**src/rtl/sxw_pkg.sv**
```systemverilog
package sxw_pkg;
    typedef enum logic [1:0] {
        ST_IDLE,
        ST_SEND,
        ST_DRAIN,
        ST_FIN
    } sxw_state_e;
endpackage

```
**src/rtl/sxw_pacer.sv**
```systemverilog
module sxw_pacer #(
    parameter int PER_W = 8
) (
    input  logic             clk,
    input  logic             rst_n,
    input  logic [PER_W-1:0] period,
    input  logic             fire,
    output logic             ready
);
    logic [PER_W-1:0] gap_q;

    always_ff @(posedge clk) begin
        if (!rst_n) begin
            gap_q <= '0;
        end else if (fire) begin
            gap_q <= (period > PER_W'(1)) ? period - PER_W'(1) : '0;
        end else if (gap_q != '0) begin
            gap_q <= gap_q - PER_W'(1);
        end
    end

    assign ready = (gap_q == '0);

    // no strobe while the spacing interval is still running
    a_r5_spacing: assert property (@(posedge clk) disable iff (!rst_n)
        !ready |-> !fire);
endmodule

```
**src/rtl/sxw_credit.sv**
```systemverilog
module sxw_credit #(
    parameter int WIN_SMALL = 8,
    parameter int WIN_LARGE = 16,
    parameter int CNT_W     = 5
) (
    input  logic             clk,
    input  logic             rst_n,
    input  logic             win_sel,
    input  logic             fire,
    input  logic             ack,
    output logic [CNT_W-1:0] cnt,
    output logic             space_ok,
    output logic             full,
    output logic             proto_err
);
    localparam logic [CNT_W-1:0] LIM_S = CNT_W'(WIN_SMALL);
    localparam logic [CNT_W-1:0] LIM_L = CNT_W'(WIN_LARGE);

    logic [CNT_W-1:0] cnt_q;
    logic             win_q;
    logic             err_q;
    logic [CNT_W-1:0] lim;
    logic             ack_ok;

    assign lim    = win_q ? LIM_L : LIM_S;
    assign ack_ok = ack && (cnt_q != '0);

    always_ff @(posedge clk) begin
        if (!rst_n) begin
            cnt_q <= '0;
            win_q <= 1'b0;
            err_q <= 1'b0;
        end else begin
            if (cnt_q == '0) begin
                win_q <= win_sel;
            end
            if (ack && cnt_q == '0) begin
                err_q <= 1'b1;
            end
            unique case ({fire, ack_ok})
                2'b10:   cnt_q <= cnt_q + CNT_W'(1);
                2'b01:   cnt_q <= cnt_q - CNT_W'(1);
                default: cnt_q <= cnt_q;
            endcase
        end
    end

    assign cnt       = cnt_q;
    assign space_ok  = (cnt_q < lim);
    assign full      = (cnt_q >= lim);
    assign proto_err = err_q;

    // the count never exceeds the larger window
    a_r2_bound: assert property (@(posedge clk) disable iff (!rst_n)
        cnt_q <= LIM_L);
    // a strobe and a valid acknowledge cancel
    a_r3_balanced: assert property (@(posedge clk) disable iff (!rst_n)
        (fire && ack && cnt_q != '0) |=> $stable(cnt_q));
    // an acknowledge at zero does not wrap the counter and flags a fault
    a_r4_floor: assert property (@(posedge clk) disable iff (!rst_n)
        (ack && !fire && cnt_q == '0) |=> (cnt_q == '0 && err_q));
    // the fault flag is sticky
    a_r4_sticky: assert property (@(posedge clk) disable iff (!rst_n)
        err_q |=> err_q);
    // the window stays fixed while entries are in flight
    a_r6_win_hold: assert property (@(posedge clk) disable iff (!rst_n)
        (cnt_q != '0) |=> $stable(win_q));
endmodule

```
**src/rtl/sxw_seq.sv**
```systemverilog
module sxw_seq
    import sxw_pkg::*;
#(
    parameter int LEN_W = 16
) (
    input  logic             clk,
    input  logic             rst_n,
    input  logic             start,
    input  logic [LEN_W-1:0] xfer_len,
    input  logic             send_req,
    input  logic             space_ok,
    input  logic             pace_ready,
    input  logic             cnt_zero,
    output logic             strobe,
    output logic             done
);
    sxw_state_e       state_q, state_d;
    logic [LEN_W-1:0] remain_q, remain_d;
    logic             accept;

    assign accept = start && (state_q == ST_IDLE || state_q == ST_FIN);

    always_comb begin
        state_d  = state_q;
        remain_d = remain_q;
        unique case (state_q)
            ST_IDLE, ST_FIN: begin
                if (accept) begin
                    remain_d = xfer_len;
                    state_d  = (xfer_len == '0) ? ST_DRAIN : ST_SEND;
                end
            end
            ST_SEND: begin
                if (strobe) begin
                    remain_d = remain_q - LEN_W'(1);
                    if (remain_q == LEN_W'(1)) begin
                        state_d = ST_DRAIN;
                    end
                end
            end
            ST_DRAIN: begin
                if (cnt_zero) begin
                    state_d = ST_FIN;
                end
            end
            default: state_d = ST_IDLE;
        endcase
    end

    always_ff @(posedge clk) begin
        if (!rst_n) begin
            state_q  <= ST_IDLE;
            remain_q <= '0;
        end else begin
            state_q  <= state_d;
            remain_q <= remain_d;
        end
    end

    always_comb begin
        strobe = 1'b0;
        done   = 1'b0;
        unique case (state_q)
            ST_SEND:  strobe = send_req && space_ok && pace_ready;
            ST_FIN:   done   = 1'b1;
            default: ;
        endcase
    end

    // no strobe is issued with nothing left to send
    a_r7_no_excess: assert property (@(posedge clk) disable iff (!rst_n)
        strobe |-> (remain_q != '0));
endmodule

```
**src/rtl/sxfer_window.sv**
```systemverilog
module sxfer_window #(
    parameter int WIN_SMALL = 8,
    parameter int WIN_LARGE = 16,
    parameter int LEN_W     = 16,
    parameter int PER_W     = 8,
    localparam int CNT_W    = $clog2(WIN_LARGE + 1)
) (
    input  logic             clk,
    input  logic             rst_n,
    input  logic             start,
    input  logic [LEN_W-1:0] xfer_len,
    input  logic             win_sel,
    input  logic [PER_W-1:0] period,
    input  logic             send_req,
    input  logic             ack_in,
    output logic             strobe,
    output logic [CNT_W-1:0] outstanding,
    output logic             win_full,
    output logic             done,
    output logic             proto_err
);
    logic space_ok;
    logic pace_ready;
    logic fire;

    sxw_seq #(.LEN_W(LEN_W)) u_seq (
        .clk        (clk),
        .rst_n      (rst_n),
        .start      (start),
        .xfer_len   (xfer_len),
        .send_req   (send_req),
        .space_ok   (space_ok),
        .pace_ready (pace_ready),
        .cnt_zero   (outstanding == '0),
        .strobe     (fire),
        .done       (done)
    );

    sxw_pacer #(.PER_W(PER_W)) u_pacer (
        .clk    (clk),
        .rst_n  (rst_n),
        .period (period),
        .fire   (fire),
        .ready  (pace_ready)
    );

    sxw_credit #(
        .WIN_SMALL (WIN_SMALL),
        .WIN_LARGE (WIN_LARGE),
        .CNT_W     (CNT_W)
    ) u_credit (
        .clk       (clk),
        .rst_n     (rst_n),
        .win_sel   (win_sel),
        .fire      (fire),
        .ack       (ack_in),
        .cnt       (outstanding),
        .space_ok  (space_ok),
        .full      (win_full),
        .proto_err (proto_err)
    );

    assign strobe = fire;

    // a strobe is never issued into a full window
    a_r2_space: assert property (@(posedge clk) disable iff (!rst_n)
        strobe |-> !win_full);
    // done is only shown with the buffer drained
    a_r8_done_clean: assert property (@(posedge clk) disable iff (!rst_n)
        done |-> (outstanding == '0));
endmodule

```
**config.mk**
```make
export PLATFORM = sky130hd
export DESIGN_NAME = sxfer_window
export DESIGN_NICKNAME = d
export VERILOG_FILES = /design/src/rtl/sxw_pkg.sv /design/src/rtl/sxw_pacer.sv /design/src/rtl/sxw_credit.sv /design/src/rtl/sxw_seq.sv /design/src/rtl/sxfer_window.sv
export SDC_FILE = /design/constraint.sdc
export NUM_CORES = 1
export LEC_CHECK = 0
export BUFFER_PORTS_ARGS = -buffer_cell sky130_fd_sc_hd__buf_4
export CAP_MARGIN = 20
export CELL_PAD_IN_SITES_DETAIL_PLACEMENT = 0
export CELL_PAD_IN_SITES_GLOBAL_PLACEMENT = 1
export CORE_MARGIN = 2
export CORE_UTILIZATION = 44
export DETAILED_ROUTE_END_ITERATION = 8
export PLACE_DENSITY = 0.93
export SYNTH_ARGS = -nofsm -noshare
export SYNTH_HDL_FRONTEND = slang
export SYNTH_SLANG_ARGS = --single-unit
```
**constraint.sdc**
```tcl
create_clock -name clk -period 9.23 [get_ports clk]
set_clock_uncertainty 0.05 [all_clocks]
set_input_delay 1.846 -clock clk [delete_from_list [all_inputs] [get_ports clk]]
set_output_delay 1.846 -clock clk [all_outputs]
set_load 0.01 [all_outputs]
```
==> results.ini <==
[run_status]
status=finished clean

[logic_synthesis]
synth_nets=355
synth.area.top_cells=dfxtp_1, ha_1, nand2_1, a21oi_1, xor2_1
ys_seq_elements=33
synth.cell_area_um2=2360
yosysWarnings=0
synth_area_per_cell_um2=7.62
yosysTopAreaCell=dfxtp_1
synth_cell_type_count=57
synth_top_area_share_pct=28.0
synth_edf_count=0
synth_sequential_area_ratio_pct=28.0
synth_ff_type=dfxtp_1
ys_async_sr_fraction_pct=0
syn_inst=310

[sta]
final-hold-violation-count=0
post-route-period-util_pct=48.6
post-route-min-period_ps=4490
setup_viol=0
drv_slew=0
tightestPinTransition_ps=901
setup_tns_ps=0
grt_setup_unrepaired=no
relSlewSlack_pct=40.0
timing.fmax_mhz=223

[power_and_ir_drop]
pwr-share-comb_pct=56.4
clkPwrFrac_pct=15.1
pwr-share-seq_pct=28.5
finalPower_w=0.000825
power_per_cell_area_nw_per_um2=300
p_sw_share_pct=46.6
p_int_w=0.000441
peakVddDrop_uv=188
power_switching_w=0.000384
cellLeakagePower_nw=1.17

[drt]
post_drt_wl_per_cell_um=14.5
wl_um=5900
vias=2291
drcViolationCount=0
drt_iter0_drc=101
dr.pass1.iters=5
detail-route-antenna-nets=0
vias_per_cell=5.63

[clock_tree]
cts_max_level=2
cts_resized=0
clockBufferDepth=2
cts.clk_slew.worst_paths_ps=70
numCtsBuffers=5
cts_setup_buffers=0
insertion_delay_ps=300
root_buffer=clkbuf_8
cts.sinks=33
hold_buffers=0
tritoncts=yes

[floorplan]
core-area_um2=5140
dieArea_um2=5970
io_pins=39
fp.dieH_um=77.3
rows=26
die_w_um=77.3
start_util_pct=45.9

[setup_path]
crit_fanout=3
required_ps=7330
cp-end-kind=primary output
startpoint_type=input port
cp.arrival_ps=2590
critical_path_class=in -> out

[hold_path]
hold_class=reg -> reg

[global_routing]
grt_max_degree=27
grt_pass1_wl_um=10000
grt_pass1_vias=2089
antenna_found_initial=0
grt_usage_pct=20.6
grt_overflow_total=0

[finish]
final_common_cell=nand2_1
multi_input_area_um2=1550
area_delta_synth_final_pct=16.6
mostFrequentLayoutCells=nand2_1, buf_4, dfxtp_1
n_fill_cell=549
drive_gt1_share_pct=17.5
final-seq-area_um2=661
diodes=0
nets=381

[placement]
gp_congestion=0.792
dpl.hpwl_um=4160
io_buffer_count=38

[run]
max-cap-violations=0

area by class of cell:
type / count / share of cell area [%]
well taps: 70 / 3.18
repair buffers: 38 / 10.4
clock buffers: 7 / 3.50
clock inverters: 1 / 0.182
inverters: 18 / 2.45
flip-flops and latches: 33 / 24.0
multi-input cells: 240 / 56.3
cell usage after synthesis, types with 8 or more instances:
master	instances
inv_1	16
clkbuf_1	15
a21oi_1	28
o32ai_1	8
ha_1	15
or4_1	8
nor2_1	25
xor2_1	12
nor3_1	8
o21ai_0	16
nand2_1	41
dfxtp_1	33
power groups by stage:
stage | Sequential [W] | Combinational [W] | Clock (W)
floorplan | 0.000226 | 0.000372 | 0
global placement | 0.000236 | 0.000456 | 0
detailed placement | 0.000238 | 0.000459 | 0
CTS | 0.000235 | 0.000461 | 0.000127
global route | 0.000243 | 0.000522 | 0.000133
finish | 0.000235 | 0.000465 | 0.000125
worst paths after layout:
path,from,endpoint,slack [ps],cells past startpoint
setup / recovery,send_req,strobe,4740,5
hold / removal,u_credit.win_q,u_credit.win_q,420,2
setup reg to reg,u_seq.state_q[0],u_seq.remain_q[5],5390,6
hold reg to reg,u_credit.win_q,u_credit.win_q,420,2
metal layers:
metal,routed length (um),vias to the layer above,track usage (%)
met5,0,-,0
met4,71,0,6.25
met3,228,5,4.12
met2,2780,55,32.1
met1,2830,1061,28.5
li1,-,1170,-
worst max-delay path, stage by stage:
cell,delay [ps]
buf_4,80
and2b_2,150
nand3_1,120
nor2_1,240
buf_4,160
metrics by stage:
stage / hold WS (ps) / setup WS, ps / area, um^2 / std cells / utilization [%]
floorplan: 383 / 5010 / 2360 / 310 / -
global placement: 393 / 4790 / 2650 / 399 / 51.6
detailed placement: 407 / 4750 / 2650 / 399 / 51.6
CTS: 417 / 4740 / 2750 / 407 / 53.6
global route: 439 / 4610 / 2750 / 407 / 53.6
finish: 417 / 4740 / 2750 / 407 / 53.6
cell families (layout without fill, tap and decap cells):
family          Yosys count  in the layout  share of synthesized area (%)
compound gates           82             82                           22.6
simple gates            125            125                           28.1
xor+xnor                 13             13                           4.82
fa+ha+maj                15             15                           7.95
buf+inv                  37             64                           6.36
mux                       5              5                           2.17
flops                    33             33                           28.0
flip-flops by register name, indices dropped and copies added (netlist names):
| register | cells |
|---|---|
| u_seq.remain_q | 16 |
| u_pacer.gap_q | 8 |
| u_credit.cnt | 5 |
| u_seq.state_q | 2 |
| u_credit.proto_err | 1 |
| u_credit.win_q | 1 |
Power figures use the tool's default switching activity.
